**config.mk**
```make
export PLATFORM = sky130hd
export DESIGN_NAME = chan_req_xlate
export DESIGN_NICKNAME = d
export VERILOG_FILES = /design/src/rtl/chan_xlate_pkg.sv /design/src/rtl/chan_addr_map.sv /design/src/rtl/chan_settle_timer.sv /design/src/rtl/chan_req_xlate.sv
export SDC_FILE = /design/constraint.sdc
export NUM_CORES = 1
export LEC_CHECK = 0
export BUFFER_PORTS_ARGS = -buffer_cell sky130_fd_sc_hd__buf_2
export CELL_PAD_IN_SITES_DETAIL_PLACEMENT = 1
export CELL_PAD_IN_SITES_GLOBAL_PLACEMENT = 2
export CORE_MARGIN = 1.5
export CORE_UTILIZATION = 29
export CTS_CLUSTER_DIAMETER = 120
export DETAILED_ROUTE_END_ITERATION = 10
export PLACE_DENSITY_LB_ADDON = 0.2
export SLEW_MARGIN = 15
export SYNTH_ARGS = -nofsm -noshare
export SYNTH_HDL_FRONTEND = slang
export SYNTH_SLANG_ARGS = --single-unit
```
**constraint.sdc**
```tcl
create_clock -name clk -period 3.1 [get_ports clk]
set_input_delay 0.62 -clock clk [delete_from_list [all_inputs] [get_ports clk]]
set_output_delay 0.62 -clock clk [all_outputs]
set_load 0.02 [all_outputs]
```
**src/rtl/chan_xlate_pkg.sv**
```systemverilog
package chan_xlate_pkg;

    typedef enum logic [1:0] {
        RG_MEM  = 2'd0,
        RG_DREG = 2'd1,
        RG_CTRL = 2'd2,
        RG_NONE = 2'd3
    } region_e;

    typedef enum logic [1:0] {
        OPM_RESET   = 2'd0,
        OPM_ACTIVE  = 2'd1,
        OPM_STANDBY = 2'd2,
        OPM_SPARE   = 2'd3
    } opmode_e;

    localparam int CHAN_AW = 36;

    localparam logic [19:0] OFF_MODE = 20'h0_0000;
    localparam logic [19:0] OFF_CFG  = 20'h0_0004;
    localparam logic [19:0] OFF_LOAD = 20'h0_0008;

endpackage

```
**src/rtl/chan_addr_map.sv**
```systemverilog
module chan_addr_map
    import chan_xlate_pkg::*;
#(
    parameter int ADDR_W    = 28,
    parameter int CTRL_PAGE = 'h47
) (
    input  logic [ADDR_W-1:0]  addr,
    output region_e            region,
    output logic [CHAN_AW-1:0] chan_addr,
    output logic               bcast,
    output logic [19:0]        ctrl_off
);
    localparam int PAGE_W = ADDR_W - 20;
    localparam logic [PAGE_W-1:0] DREG_PAGE = PAGE_W'('h3F);
    localparam logic [PAGE_W-1:0] CTL_PAGE  = PAGE_W'(CTRL_PAGE);

    logic [PAGE_W-1:0] page;
    logic [8:0]        reg_field;

    assign page      = addr[ADDR_W-1:20];
    assign reg_field = addr[18:10];
    assign ctrl_off  = addr[19:0];

    always_comb begin
        chan_addr = '0;
        bcast     = 1'b0;
        if (page < DREG_PAGE) begin
            region    = RG_MEM;
            chan_addr = {10'd0, addr[25:20], addr[19:11], addr[10:0]};
        end else if (page == DREG_PAGE) begin
            region    = RG_DREG;
            bcast     = addr[19];
            chan_addr = {7'd0, reg_field, reg_field, 1'b0, addr[9:0]};
        end else if (page == CTL_PAGE) begin
            region = RG_CTRL;
        end else begin
            region = RG_NONE;
        end
    end

endmodule

```
**src/rtl/chan_settle_timer.sv**
```systemverilog
module chan_settle_timer #(
    parameter int LEN = 16
) (
    input  logic clk,
    input  logic rst_n,
    input  logic load,
    output logic busy
);
    localparam int CW = $clog2(LEN + 1);

    logic [CW-1:0] cnt_d, cnt_q;

    always_comb begin
        cnt_d = cnt_q;
        if (load) begin
            cnt_d = CW'(LEN);
        end else if (cnt_q != '0) begin
            cnt_d = cnt_q - 1'b1;
        end
    end

    always_ff @(posedge clk) begin
        if (!rst_n) cnt_q <= '0;
        else        cnt_q <= cnt_d;
    end

    assign busy = (cnt_q != '0);

    AST_LOAD_ARMS: assert property (@(posedge clk) disable iff (!rst_n)
        load |=> busy);

endmodule

```
**src/rtl/chan_req_xlate.sv**
```systemverilog
module chan_req_xlate
    import chan_xlate_pkg::*;
#(
    parameter int ADDR_W      = 28,
    parameter int CTRL_PAGE   = 'h47,
    parameter int MODE_SETTLE = 16,
    parameter int CAL_SETTLE  = 64,
    parameter int CC_W        = 6
) (
    input  logic              clk,
    input  logic              rst_n,
    input  logic              req_valid,
    output logic              req_ready,
    input  logic              req_write,
    input  logic [ADDR_W-1:0] req_addr,
    input  logic [31:0]       req_wdata,
    output logic              cmd_valid,
    input  logic              cmd_ready,
    output logic              cmd_write,
    output logic [35:0]       cmd_addr,
    output logic              cmd_bcast,
    output logic              rsp_valid,
    output logic              rsp_err,
    output logic [31:0]       rsp_rdata,
    input  logic [CC_W-1:0]   cal_code,
    output logic [1:0]        op_mode,
    output logic              rx_stop_en,
    output logic              tx_stop_en,
    output logic [CC_W-1:0]   cc_code
);
    typedef struct packed {
        opmode_e              mode;
        logic                 rx_stop;
        logic                 tx_stop;
        logic                 auto_cc;
        logic [CC_W-1:0]      man_cc;
        logic [CC_W-1:0]      cc;
        logic                 cmd_valid;
        logic                 cmd_write;
        logic [CHAN_AW-1:0]   cmd_addr;
        logic                 cmd_bcast;
        logic                 rsp_valid;
        logic                 rsp_err;
        logic [31:0]          rsp_rdata;
    } state_t;

    state_t st_d, st_q;

    region_e            map_region;
    logic [CHAN_AW-1:0] map_addr;
    logic               map_bcast;
    logic [19:0]        map_off;
    logic               mode_load, cal_load;
    logic               mode_busy, cal_busy;
    logic               acc;

    chan_addr_map #(
        .ADDR_W    (ADDR_W),
        .CTRL_PAGE (CTRL_PAGE)
    ) u_map (
        .addr      (req_addr),
        .region    (map_region),
        .chan_addr (map_addr),
        .bcast     (map_bcast),
        .ctrl_off  (map_off)
    );

    chan_settle_timer #(.LEN(MODE_SETTLE)) u_mode_tmr (
        .clk (clk), .rst_n (rst_n), .load (mode_load), .busy (mode_busy)
    );

    chan_settle_timer #(.LEN(CAL_SETTLE)) u_cal_tmr (
        .clk (clk), .rst_n (rst_n), .load (cal_load), .busy (cal_busy)
    );

    assign req_ready = !mode_busy && !cal_busy && !st_q.cmd_valid;
    assign acc       = req_valid && req_ready;

    always_comb begin
        st_d           = st_q;
        st_d.rsp_valid = 1'b0;
        st_d.rsp_err   = 1'b0;
        st_d.rsp_rdata = '0;
        mode_load      = 1'b0;
        cal_load       = 1'b0;

        if (st_q.cmd_valid && cmd_ready) st_d.cmd_valid = 1'b0;

        if (acc) begin
            unique case (map_region)
                RG_MEM: begin
                    st_d.cmd_valid = 1'b1;
                    st_d.cmd_write = req_write;
                    st_d.cmd_addr  = map_addr;
                    st_d.cmd_bcast = 1'b0;
                end
                RG_DREG: begin
                    if (map_bcast && !req_write) begin
                        st_d.rsp_valid = 1'b1;
                        st_d.rsp_err   = 1'b1;
                    end else begin
                        st_d.cmd_valid = 1'b1;
                        st_d.cmd_write = req_write;
                        st_d.cmd_addr  = map_addr;
                        st_d.cmd_bcast = map_bcast;
                    end
                end
                RG_CTRL: begin
                    st_d.rsp_valid = 1'b1;
                    if (req_write) begin
                        if (map_off == OFF_MODE) begin
                            mode_load    = (req_wdata[1:0] != st_q.mode);
                            st_d.mode    = opmode_e'(req_wdata[1:0]);
                            st_d.tx_stop = req_wdata[2];
                            st_d.rx_stop = req_wdata[3];
                        end else if (map_off == OFF_CFG) begin
                            st_d.man_cc  = req_wdata[CC_W-1:0];
                            st_d.auto_cc = req_wdata[CC_W];
                        end else if (map_off == OFF_LOAD) begin
                            st_d.cc  = st_q.auto_cc ? cal_code : st_q.man_cc;
                            cal_load = st_q.auto_cc;
                        end
                    end else begin
                        if (map_off == OFF_MODE) begin
                            st_d.rsp_rdata = {28'd0, st_q.rx_stop, st_q.tx_stop, st_q.mode};
                        end else if (map_off == OFF_CFG) begin
                            st_d.rsp_rdata = 32'({st_q.auto_cc, st_q.man_cc});
                        end
                    end
                end
                default: begin
                    st_d.rsp_valid = 1'b1;
                    st_d.rsp_err   = 1'b1;
                end
            endcase
        end
    end

    always_ff @(posedge clk) begin
        if (!rst_n) begin
            st_q      <= '0;
            st_q.mode <= OPM_STANDBY;
        end else begin
            st_q <= st_d;
        end
    end

    assign cmd_valid  = st_q.cmd_valid;
    assign cmd_write  = st_q.cmd_write;
    assign cmd_addr   = st_q.cmd_addr;
    assign cmd_bcast  = st_q.cmd_bcast;
    assign rsp_valid  = st_q.rsp_valid;
    assign rsp_err    = st_q.rsp_err;
    assign rsp_rdata  = st_q.rsp_rdata;
    assign op_mode    = st_q.mode;
    assign rx_stop_en = st_q.rx_stop;
    assign tx_stop_en = st_q.tx_stop;
    assign cc_code    = st_q.cc;

    AST_CMD_HOLD: assert property (@(posedge clk) disable iff (!rst_n)
        cmd_valid && !cmd_ready |=> cmd_valid && $stable(cmd_addr) && $stable(cmd_write) && $stable(cmd_bcast));
    AST_PENDING_BLOCKS: assert property (@(posedge clk) disable iff (!rst_n)
        cmd_valid |-> !req_ready);
    AST_BCAST_IS_WRITE: assert property (@(posedge clk) disable iff (!rst_n)
        cmd_valid && cmd_bcast |-> cmd_write);
    AST_HIGH_BITS_ZERO: assert property (@(posedge clk) disable iff (!rst_n)
        cmd_valid |-> cmd_addr[35:29] == 7'd0);
    AST_MODE_SETTLE: assert property (@(posedge clk) disable iff (!rst_n)
        !$stable(op_mode) |-> !req_ready);
    AST_ONE_RESULT: assert property (@(posedge clk) disable iff (!rst_n)
        acc |=> (cmd_valid ^ rsp_valid));

endmodule

```
==> results.py, run 1 <==
metrics = {
    "setup_path": {
        "worstPathMaxFanout": 5,
        "regToRegStartpoint": "u_mode_tmr.cnt_q[0]",
        "reg2reg_depth": 8,
        "cp_data_required_time_ns": 2.48,
        "timing.critical_path.to_type": "primary output",
        "path_class": "reg2out",
        "reg2reg_setup_slack_ns": 0.73,
        "critPathLaunchType": "flip-flop",
        "worstPathArrival_ns": 1.95,
        "rr_endpoint": "cmd_addr[23]",
    },
    "power_and_ir_drop": {
        "internal-power_mw": 1.91,
        "power_density_nw_per_um2": 649,
        "total_power_mw": 2.75,
        "switching_portion_of_total_power_pct": 30.6,
        "leakage_nw": 1.81,
        "p_switching_mw": 0.843,
        "ir_drop_mv": 0.250,
        "seq_power_share_pct": 38.3,
        "clkPwrFrac_pct": 38.3,
        "p_comb_share_pct": 23.5,
    },
    "cells_and_area": {
        "multiInputGateArea_um2": 1750,
        "layout.cells.most_common": "buf_2",
        "drive_gt1_share_pct": 28.8,
        "synthToLayoutAreaGrowth_pct": 14.4,
        "num_antenna_cells": 0,
        "most-common-layout-cells": "buf_2 (97), dfxtp_1 (70), nand2_1 (55)",
        "final_net_count": 562,
        "fillerInstances": 1562,
        "stdcell_count": 661,
        "sequential_cell_area_um2": 1400,
    },
    "min_path": {
        "worst_hold_path.num_cells": 2,
        "worst_hold_launch": "cmd_addr[28]",
        "hold_wc_path_type": "reg2reg",
        "timing.hold.worst_endpoint": "cmd_addr[28]",
    },
    "sta": {
        "timing.final.max_slew_violations": 0,
        "tightest_slew_ns": 0.693,
        "totalNegativeSetupSlack_ns": 0,
        "clock-skew-final_ns": 0.00514,
        "timing.hold.ws_ns": 0.448,
        "timing.final.crit_period_ns": 2.57,
        "fmaxAchievable_ghz": 0.389,
        "min_period_over_period_pct": 83.0,
        "final.setup.worst_slack_ns": 0.527,
        "setup_viol": 0,
        "timing.final.hold_violations": 0,
        "relative_slew_slack_pct": 53.8,
        "rsz0062_at_grt": "false",
    },
    "clocking": {
        "cts.clk_slew.worst_paths_ns": 0.05,
        "tritoncts": "built",
        "clock_tree.root_cell": "clkbuf_16",
        "clockBufferDepth": 2,
        "cts-hold-fix-buffers": 0,
        "clock_h_tree_levels": 3,
        "cts_setup_buffers": 0,
        "cts-resized-gates": 0,
        "number_of_clock_sinks": 70,
        "numCtsBuffers": 9,
        "clock_insertion_delay_worst_skew_ns": 0.33,
    },
    "route": {
        "drt_iter0_drc": 95,
        "drt_wl_total_um": 9800,
        "wire_per_inst_um": 14.8,
        "routed_via_density": 4.43,
        "post-route-drc-count": 0,
        "routed-via-count": 2927,
        "ant_nets": 0,
        "drt_pre_antenna_iters": 4,
    },
    "global_routing": {
        "pin_count_of_the_biggest_net_entering_global_routing": 34,
        "grt_pass1_vias": 2846,
        "number_of_antenna_violations_at_the_first_check_in_global_routing": 0,
        "grt_first_pass_wirelength_um": 15400,
        "track_usage_pct": 15.2,
        "overall_overflow_remaining_after_global_route": 0,
    },
    "die": {
        "dieArea_um2": 13500,
        "core_region_area_um2": 12600,
        "row_count": 41,
        "initial_utilization_pct": 29.5,
        "pin_count": 155,
        "floorplan.die.width_um": 116,
        "fp.dieH_um": 116,
    },
    "logic_synthesis": {
        "avgSynthCellArea_um2": 8.57,
        "post_synth_instance_area_um2": 3710,
        "async_flop_share_pct": 0,
        "synth-warning-count": 0,
        "top_ff_cell_synth": "dfxtp_1",
        "fraction_of_the_yosys_area_taken_by_sequential_cells_pct": 37.7,
        "postSynthCellCount": 433,
        "post_synthesis_sequential_element_count": 70,
        "post-synth-top-area-cell": "dfxtp_1",
        "synth_area_leaders": "dfxtp_1 (38%), buf_4 (15%), mux2i_1 (6.2%)",
        "synth_cell_type_count": 44,
        "synth_edf_count": 0,
        "yosys.area.top_type_share_pct": 37.7,
    },
    "outcome": {
        "run_status": "complete, no violations",
    },
    "place": {
        "place.detailed.instances": 648,
        "pre_cts_ws_ns": 0.380,
        "detailed_place_hpwl_um": 7240,
        "place.gp.congestion": 0.715,
        "numPortBuffers": 97,
    },
    "run": {
        "max_cap_violations": 0,
    },
}
[synth_stat cells (all sizes together) (4+ instances only)]
master and n:
inv 12, nand4 11, o21ai 7, mux2i 23
clkbuf 12, a21oi 34, nand2 55, nor4 7
ha 4, nor2 45, and4 4, xnor2 8
nor3 9, nand3 14, mux2 10, dfxtp 70
buf 80
[layout make-up]
type                       instances  area share (%)
sequential                        70            33.0
inverter                          12            1.06
clock inverter                     1           0.707
timing repair buffer             104            12.7
multi-input combinational        290            41.2
tap                              172            5.07
clock buffer                      12            6.28
[per-layer routing]
layer  GRT usage [%]  share of wire (%)  up-vias
li1                -                  -     1463
met2            23.4                 45       73
met4            6.10                1.5        0
met5               0                  0        -
met1            20.3                 48     1383
met3            3.79                5.3        8
[through the flow]
stage,area (µm²),util (%)
after floorplan,3830,-
after CTS,4250,33.8
after global routing,4250,33.8
after detailed placement,3950,31.4
after global placement,3950,31.4
final,4250,33.8
[power by group through the flow]
stage                     Sequential [mW]  Clock, mW  Combinational [mW]
after floorplan                      1.06          0               0.526
after global placement               1.07          0               0.632
after detailed placement             1.07          0               0.653
after CTS                            1.05       1.10               0.655
after global routing                 1.07       1.13               0.735
final                                1.05       1.05               0.646
[worst max-delay path, cell delays in order (launching register included)]
cell     delay (ns)
dfxtp_1        0.30
inv_1          0.10
ha_1           0.18
nor2b_1        0.37
nand2_1        0.22
nor3_1         0.25
buf_2          0.20
[flip-flops by register name (all words and copies together) (netlist names)]
| name | count |
|---|---|
| cc_code | 6 |
| cmd_addr | 29 |
| cmd_bcast | 1 |
| cmd_valid | 1 |
| cmd_write | 1 |
| op_mode | 2 |
| rsp_err | 1 |
| rsp_rdata | 7 |
| rsp_valid | 1 |
| rx_stop_en | 1 |
| st_q | 7 |
| tx_stop_en | 1 |
| u_cal_tmr.cnt_q | 7 |
| u_mode_tmr.cnt_q | 5 |
[worst max path at each step]
stage	startpoint	endpoint	slack (ns)	cells after the start
after detailed placement	req_addr[12]	rsp_rdata[4]	0.38	6
after floorplan	req_addr[8]	u_cal_tmr.cnt_q[0]	0.90	5
after global placement	req_addr[18]	rsp_rdata[4]	0.41	6
after global routing	u_cal_tmr.cnt_q[0]	req_ready	0.30	6
final	u_cal_tmr.cnt_q[0]	req_ready	0.53	6
after CTS	u_cal_tmr.cnt_q[0]	req_ready	0.49	6
[kinds of logic after synthesis]
group / share of synthesized area [%]
and+or+nand+nor: 23.4
buffers and inverters: 18.3
DFF: 37.7
AOI/OAI and AO/OA: 7.72
muxes: 9.23
xor gates and xnor gates: 2.12
adders and majority gates: 1.35
other: 0.101
Power figures use the tool's default switching activity.
==> inputs of run 2 (changes only) <==
--- a/config.mk
+++ b/config.mk
@@ -9,7 +9,7 @@
 export CELL_PAD_IN_SITES_DETAIL_PLACEMENT = 1
 export CELL_PAD_IN_SITES_GLOBAL_PLACEMENT = 2
 export CORE_MARGIN = 1.5
-export CORE_UTILIZATION = 29
+export CORE_UTILIZATION = 24
 export CTS_CLUSTER_DIAMETER = 120
 export DETAILED_ROUTE_END_ITERATION = 10
 export PLACE_DENSITY_LB_ADDON = 0.2
==> constraint.sdc (replaced) <==
create_clock -name clk -period 2.22 [get_ports clk]
set_input_delay 0.444 -clock clk [delete_from_list [all_inputs] [get_ports clk]]
set_output_delay 0.444 -clock clk [all_outputs]
set_load 0.02 [all_outputs]
==> run 2 against run 1 <==
Power up 64%. Clock-buffer cell count fell by 2. First-iteration DRC count grew 4.2%. Cell count up 8.8%. Critical path type is now reg2reg. Clock power rose by 72%. Sequential power is 41% higher. Cell area up 11%. Critical path depth rose by 5.
==> results.py, run 2 (synthesized netlist as in run 1, its figures left out) <==
metrics = {
    "min_path": {
        "timing.hold.worst_endpoint": "st_q[84]",
        "worst_hold_path.num_cells": 3,
        "worst_hold_launch": "req_wdata[5]",
        "hold_wc_path_type": "in2reg",
    },
    "cells_and_area": {
        "layout.cells.most_common": "buf_2",
        "finish.utilization_pct": 31.0,
        "synthToLayoutAreaGrowth_pct": 26.4,
        "drive_gt1_share_pct": 35.6,
        "largest_reg_flops": 29,
        "num_antenna_cells": 0,
        "postLayoutCellArea_um2": 4690,
        "most-common-layout-cells": "buf_2 (96), dfxtp_1 (69), nand2_1 (55)",
        "final_net_count": 601,
    },
    "route": {
        "drt_wl_total_um": 10800,
        "wire_per_inst_um": 15.0,
        "drt_iter0_drc": 99,
        "routed-via-count": 3101,
        "dr_wl_met3_um": 639,
        "drt_pre_antenna_iters": 4,
        "topmost_layer_with_routed_signal_wires": "met4",
        "routed_via_density": 4.31,
        "ant_nets": 0,
        "post-route-drc-count": 0,
        "dr_wl_met2_um": 5030,
        "met1Wirelength_um": 5020,
    },
    "sta": {
        "setup_viol": 0,
        "final.setup.worst_slack_ns": 0.125,
        "timing.final.crit_period_ns": 2.09,
        "clock-skew-final_ns": 0.00525,
        "rsz0062_at_grt": "false",
        "min_period_over_period_pct": 94.4,
        "timing.final.max_slew_violations": 0,
        "timing.final.hold_violations": 0,
        "fmaxAchievable_ghz": 0.477,
    },
    "setup_path": {
        "critPathLaunchType": "flip-flop",
        "timing.critical_path.to_type": "flip-flop",
        "regToRegStartpoint": "u_mode_tmr.cnt_q[1]",
        "path_class": "reg2reg",
        "worstPathMaxFanout": 4,
        "worstPathArrival_ns": 2.33,
        "reg2reg_setup_slack_ns": 0.13,
        "reg2reg_depth": 11,
        "cp_data_required_time_ns": 2.46,
        "rr_endpoint": "rx_stop_en",
    },
    "power_and_ir_drop": {
        "power_density_nw_per_um2": 962,
        "total_power_mw": 4.52,
        "leakage_nw": 2.04,
        "ir_drop_mv": 0.382,
    },
    "clocking": {
        "clock_h_tree_levels": 3,
        "cts-hold-fix-buffers": 0,
        "clock_tree.root_cell": "clkbuf_16",
        "clockBufferDepth": 2,
        "numCtsBuffers": 9,
        "clock_insertion_delay_worst_skew_ns": 0.34,
        "tritoncts": "built",
        "cts.clk_slew.worst_paths_ns": 0.06,
        "number_of_clock_sinks": 70,
    },
    "place": {
        "place.gp.congestion": 0.734,
        "numPortBuffers": 97,
        "pre_cts_ws_ns": -0.363,
        "detailed_place_hpwl_um": 8230,
        "dpl-instance-area_um2": 4200,
    },
    "global_routing": {
        "grt_first_pass_wirelength_um": 16700,
        "grt_pass1_vias": 3083,
        "pin_count_of_the_biggest_net_entering_global_routing": 20,
        "track_usage_pct": 13.6,
        "overall_overflow_remaining_after_global_route": 0,
        "number_of_antenna_violations_at_the_first_check_in_global_routing": 0,
    },
    "die": {
        "core_region_area_um2": 15100,
        "dieArea_um2": 16200,
        "initial_utilization_pct": 24.5,
        "row_count": 45,
        "pin_count": 155,
        "floorplan.die.width_um": 127,
        "fp.dieH_um": 127,
    },
    "outcome": {
        "run_status": "complete, no violations",
    },
    "run": {
        "max_cap_violations": 0,
    },
}
-- run 2: cell count changes in the layout (fill, tap and decap cells not counted), sizes merged --
cell      change
buf          +39
clkinvlp      +1
clkinv        +1
bufinv        +3
clkbuf        -2
-- run 2: worst max path at each step --
stage	slack (ns)	from	to	cells past startpoint
floorplan	0.19	u_mode_tmr.cnt_q[0]	u_cal_tmr.cnt_q[1]	7
global placement	-0.27	req_addr[18]	st_q[85]	9
detailed placement	-0.36	req_addr[18]	st_q[83]	9
CTS	0.02	u_cal_tmr.cnt_q[0]	req_ready	7
global route	0.001	u_mode_tmr.cnt_q[1]	st_q[81]	10
finish	0.13	u_mode_tmr.cnt_q[1]	rx_stop_en	11
-- run 2: repair_timing --
item / 4_1_cts / 5_1_grt
gates cloned: 0 / 0
pin swaps: 0 / 4
setup buffers: 3 / 8
setup endpoints to repair: 8 / 15
resized for setup: 2 / 8
-- run 2: metal layers --
layer / vias to the layer above / GRT usage [%]
met5: - / 0
met2: 82 / 22.0
met1: 1466 / 17.0
met4: 0 / 4.21
met3: 11 / 4.94
li1: 1542 / -
-- run 2: final cells by class --
cell class	instances	area, µm²
tap	188	235
sequential	70	1400
multi-input combinational	290	1770
inverter	12	45.0
fill	1790	10500
clock inverter	6	133
clock buffer	10	239
timing repair buffer	143	866
-- run 2: critical path, stage by stage (launching register included) --
cell and delay (ns):
dfxtp_1 0.33, inv_2 0.09, ha_4 0.14, nor4b_4 0.24, buf_4 0.18, nand4_4 0.13
buf_6 0.15, buf_4 0.13, nor4_4 0.12, buf_4 0.19, mux2i_1 0.20, nor2_1 0.06
-- run 2: power by group --
group          switching, mW  leakage, nW  internal, mW
Sequential             0.111        0.567          1.37
Combinational          0.622         1.30         0.602
Clock                  0.575        0.179          1.24
Total                   1.31         2.04          3.21
-- run 2: through the flow --
stage          std cells  hold WS [ns]  TNS (ns)
2_1_floorplan        464         0.423         0
3_3_place_gp         692         0.438     -5.30
3_5_place_dp         692         0.441     -7.34
4_1_cts              711         0.331         0
5_1_grt              719         0.345         0
6_report             719         0.339         0
==> inputs of run 3 (changes only) <==
--- a/config.mk
+++ b/config.mk
@@ -6,13 +6,14 @@
 export NUM_CORES = 1
 export LEC_CHECK = 0
 export BUFFER_PORTS_ARGS = -buffer_cell sky130_fd_sc_hd__buf_2
+export CAP_MARGIN = 20
 export CELL_PAD_IN_SITES_DETAIL_PLACEMENT = 1
 export CELL_PAD_IN_SITES_GLOBAL_PLACEMENT = 2
 export CORE_MARGIN = 1.5
 export CORE_UTILIZATION = 24
 export CTS_CLUSTER_DIAMETER = 120
 export DETAILED_ROUTE_END_ITERATION = 10
-export PLACE_DENSITY_LB_ADDON = 0.2
+export PLACE_DENSITY_LB_ADDON = 0.1
 export SLEW_MARGIN = 15
 export SYNTH_ARGS = -nofsm -noshare
 export SYNTH_HDL_FRONTEND = slang
==> run 3 against run 2 <==
Cell count shrank 0.28%. Maximum frequency decreased by 0.40%. Routed wire length increased by 0.27%. Register-to-register slack hardly changed. Clock-buffer cell count rose by 2. Clock power fell by 18%. Cell area fell by 1.2%. Non-clock buffer count is 2 lower. Die area unchanged. Core utilization decreased by 0.38 points. Via count stayed put. Highest routed layer unchanged. Setup slack got worse by 0.0084 ns.
==> results.py, run 3 (synthesized netlist as in run 1, its figures left out) <==
metrics = {
    "setup_path": {
        "cp_data_required_time_ns": 2.50,
        "worstPathArrival_ns": 2.38,
        "critPathLaunchType": "flip-flop",
        "cp_cell_sequence": "inv_2 > ha_4 > nor4b_4 > buf_4 > and4_4 > or4b_4 > or2_4 > nor2_1",
        "crit_path_max_incr_delay_ns": 0.47,
        "critPathSlowestCell": "or4b_4",
        "timing.critical_path.to_type": "flip-flop",
        "worstPathMaxFanout": 3,
        "path_class": "reg2reg",
    },
    "sta": {
        "timing.final.hold_violations": 0,
        "timing.final.crit_period_ns": 2.10,
        "min_period_over_period_pct": 94.7,
        "relative_slew_slack_pct": 64.8,
        "fmaxAchievable_ghz": 0.476,
        "timing.final.max_slew_violations": 0,
        "tightest_slew_ns": 0.527,
        "rsz0062_at_grt": "true",
        "setup_viol": 0,
        "clock-skew-final_ns": 0.00542,
        "timing.hold.ws_ns": 0.353,
        "final.setup.worst_slack_ns": 0.117,
        "totalNegativeSetupSlack_ns": 0,
    },
    "cells_and_area": {
        "final_net_count": 599,
        "synthToLayoutAreaGrowth_pct": 24.9,
        "most-common-layout-cells": "buf_2 (96), dfxtp_1 (68), nand2_1 (55)",
        "finish.utilization_pct": 30.6,
        "largest_reg_flops": 29,
        "layout.cells.most_common": "buf_2",
        "drive_gt1_share_pct": 35.9,
        "num_antenna_cells": 0,
    },
    "route": {
        "drt_wl_total_um": 10800,
        "routed-via-count": 3101,
        "ant_nets": 0,
        "drt_iter0_drc": 137,
        "wire_per_inst_um": 15.1,
        "post-route-drc-count": 0,
        "routed_via_density": 4.32,
        "drt_pre_antenna_iters": 4,
    },
    "die": {
        "dieArea_um2": 16200,
        "initial_utilization_pct": 24.5,
        "pin_count": 155,
        "row_count": 45,
        "floorplan.die.width_um": 127,
        "fp.dieH_um": 127,
        "core_region_area_um2": 15100,
    },
    "global_routing": {
        "number_of_antenna_violations_at_the_first_check_in_global_routing": 0,
        "grt_first_pass_wirelength_um": 16600,
        "pin_count_of_the_biggest_net_entering_global_routing": 28,
        "track_usage_pct": 13.5,
        "overall_overflow_remaining_after_global_route": 0,
        "grt_pass1_vias": 3026,
    },
    "min_path": {
        "hold_wc_path_type": "in2reg",
    },
    "power_and_ir_drop": {
        "power_density_nw_per_um2": 901,
        "ir_drop_mv": 0.415,
        "leakage_nw": 2.01,
        "total_power_mw": 4.18,
    },
    "clocking": {
        "clockBufferDepth": 2,
        "number_of_clock_sinks": 70,
        "numCtsBuffers": 9,
        "tritoncts": "built",
        "clock_h_tree_levels": 3,
        "clock_tree.root_cell": "clkbuf_16",
        "clock_insertion_delay_worst_skew_ns": 0.34,
        "cts.clk_slew.worst_paths_ns": 0.06,
        "cts-hold-fix-buffers": 0,
    },
    "place": {
        "pre_cts_ws_ns": -0.275,
        "detailed_place_hpwl_um": 8060,
        "place.gp.congestion": 0.709,
        "numPortBuffers": 97,
    },
    "outcome": {
        "run_status": "complete, no violations",
    },
    "run": {
        "max_cap_violations": 0,
    },
}
## run 3: worst paths after layout
path | to | slack [ns] | startpoint | depth (start not counted)
min | st_q[85] | 0.35 | req_wdata[6] | 3
max | rsp_rdata[4] | 0.12 | u_mode_tmr.cnt_q[1] | 8
max reg2reg | rsp_rdata[4] | 0.12 | u_mode_tmr.cnt_q[1] | 8
min reg2reg | cmd_addr[25] | 0.44 | cmd_addr[25] | 2
## run 3: area by class of cell
| cell class | count | area (µm²) |
|---|---|---|
| sequential | 70 | 1400 |
| clock buffer | 12 | 256 |
| fill | 1791 | 10500 |
| clock inverter | 4 | 45.0 |
| inverter | 12 | 45.0 |
| timing repair buffer | 141 | 872 |
| multi-input combinational | 290 | 1780 |
| tap | 188 | 235 |
## run 3: where the power goes
group	total [mW]	switching, mW	internal, mW
Clock	1.49	0.564	0.926
Sequential	1.48	0.111	1.37
Combinational	1.21	0.613	0.594
Total	4.18	1.29	2.89
## run 3: routing by layer
metal	vias to the layer above	part of all wire, %	wire, µm	track usage [%]
met2	77	45	4830	20.3
met5	-	0	0	0
met4	0	1.1	122	4.81
met3	9	5.6	609	4.27
li1	1545	-	-	-
met1	1470	49	5280	18.2
## run 3: stage by stage
stage | cell area, µm² | std cells
finish | 4640 | 717
floorplan | 3830 | 464
detailed placement | 4240 | 694
global route | 4640 | 717
CTS | 4550 | 711
global placement | 4240 | 694
## run 3: critical path, delay by kind of cell (launching register included)
family,cells,cell delay (ns)
simple gates,5,1.33
fa+ha+maj,1,0.13
buf+inv,2,0.24
flops,1,0.33
## run 3: repair_timing
action,CTS,global route
pin swaps,1,6
resized for setup,0,13
setup buffers,1,6
cloned,0,0
endpoints found under the hold margin,0,0
endpoints found under the setup margin,4,37
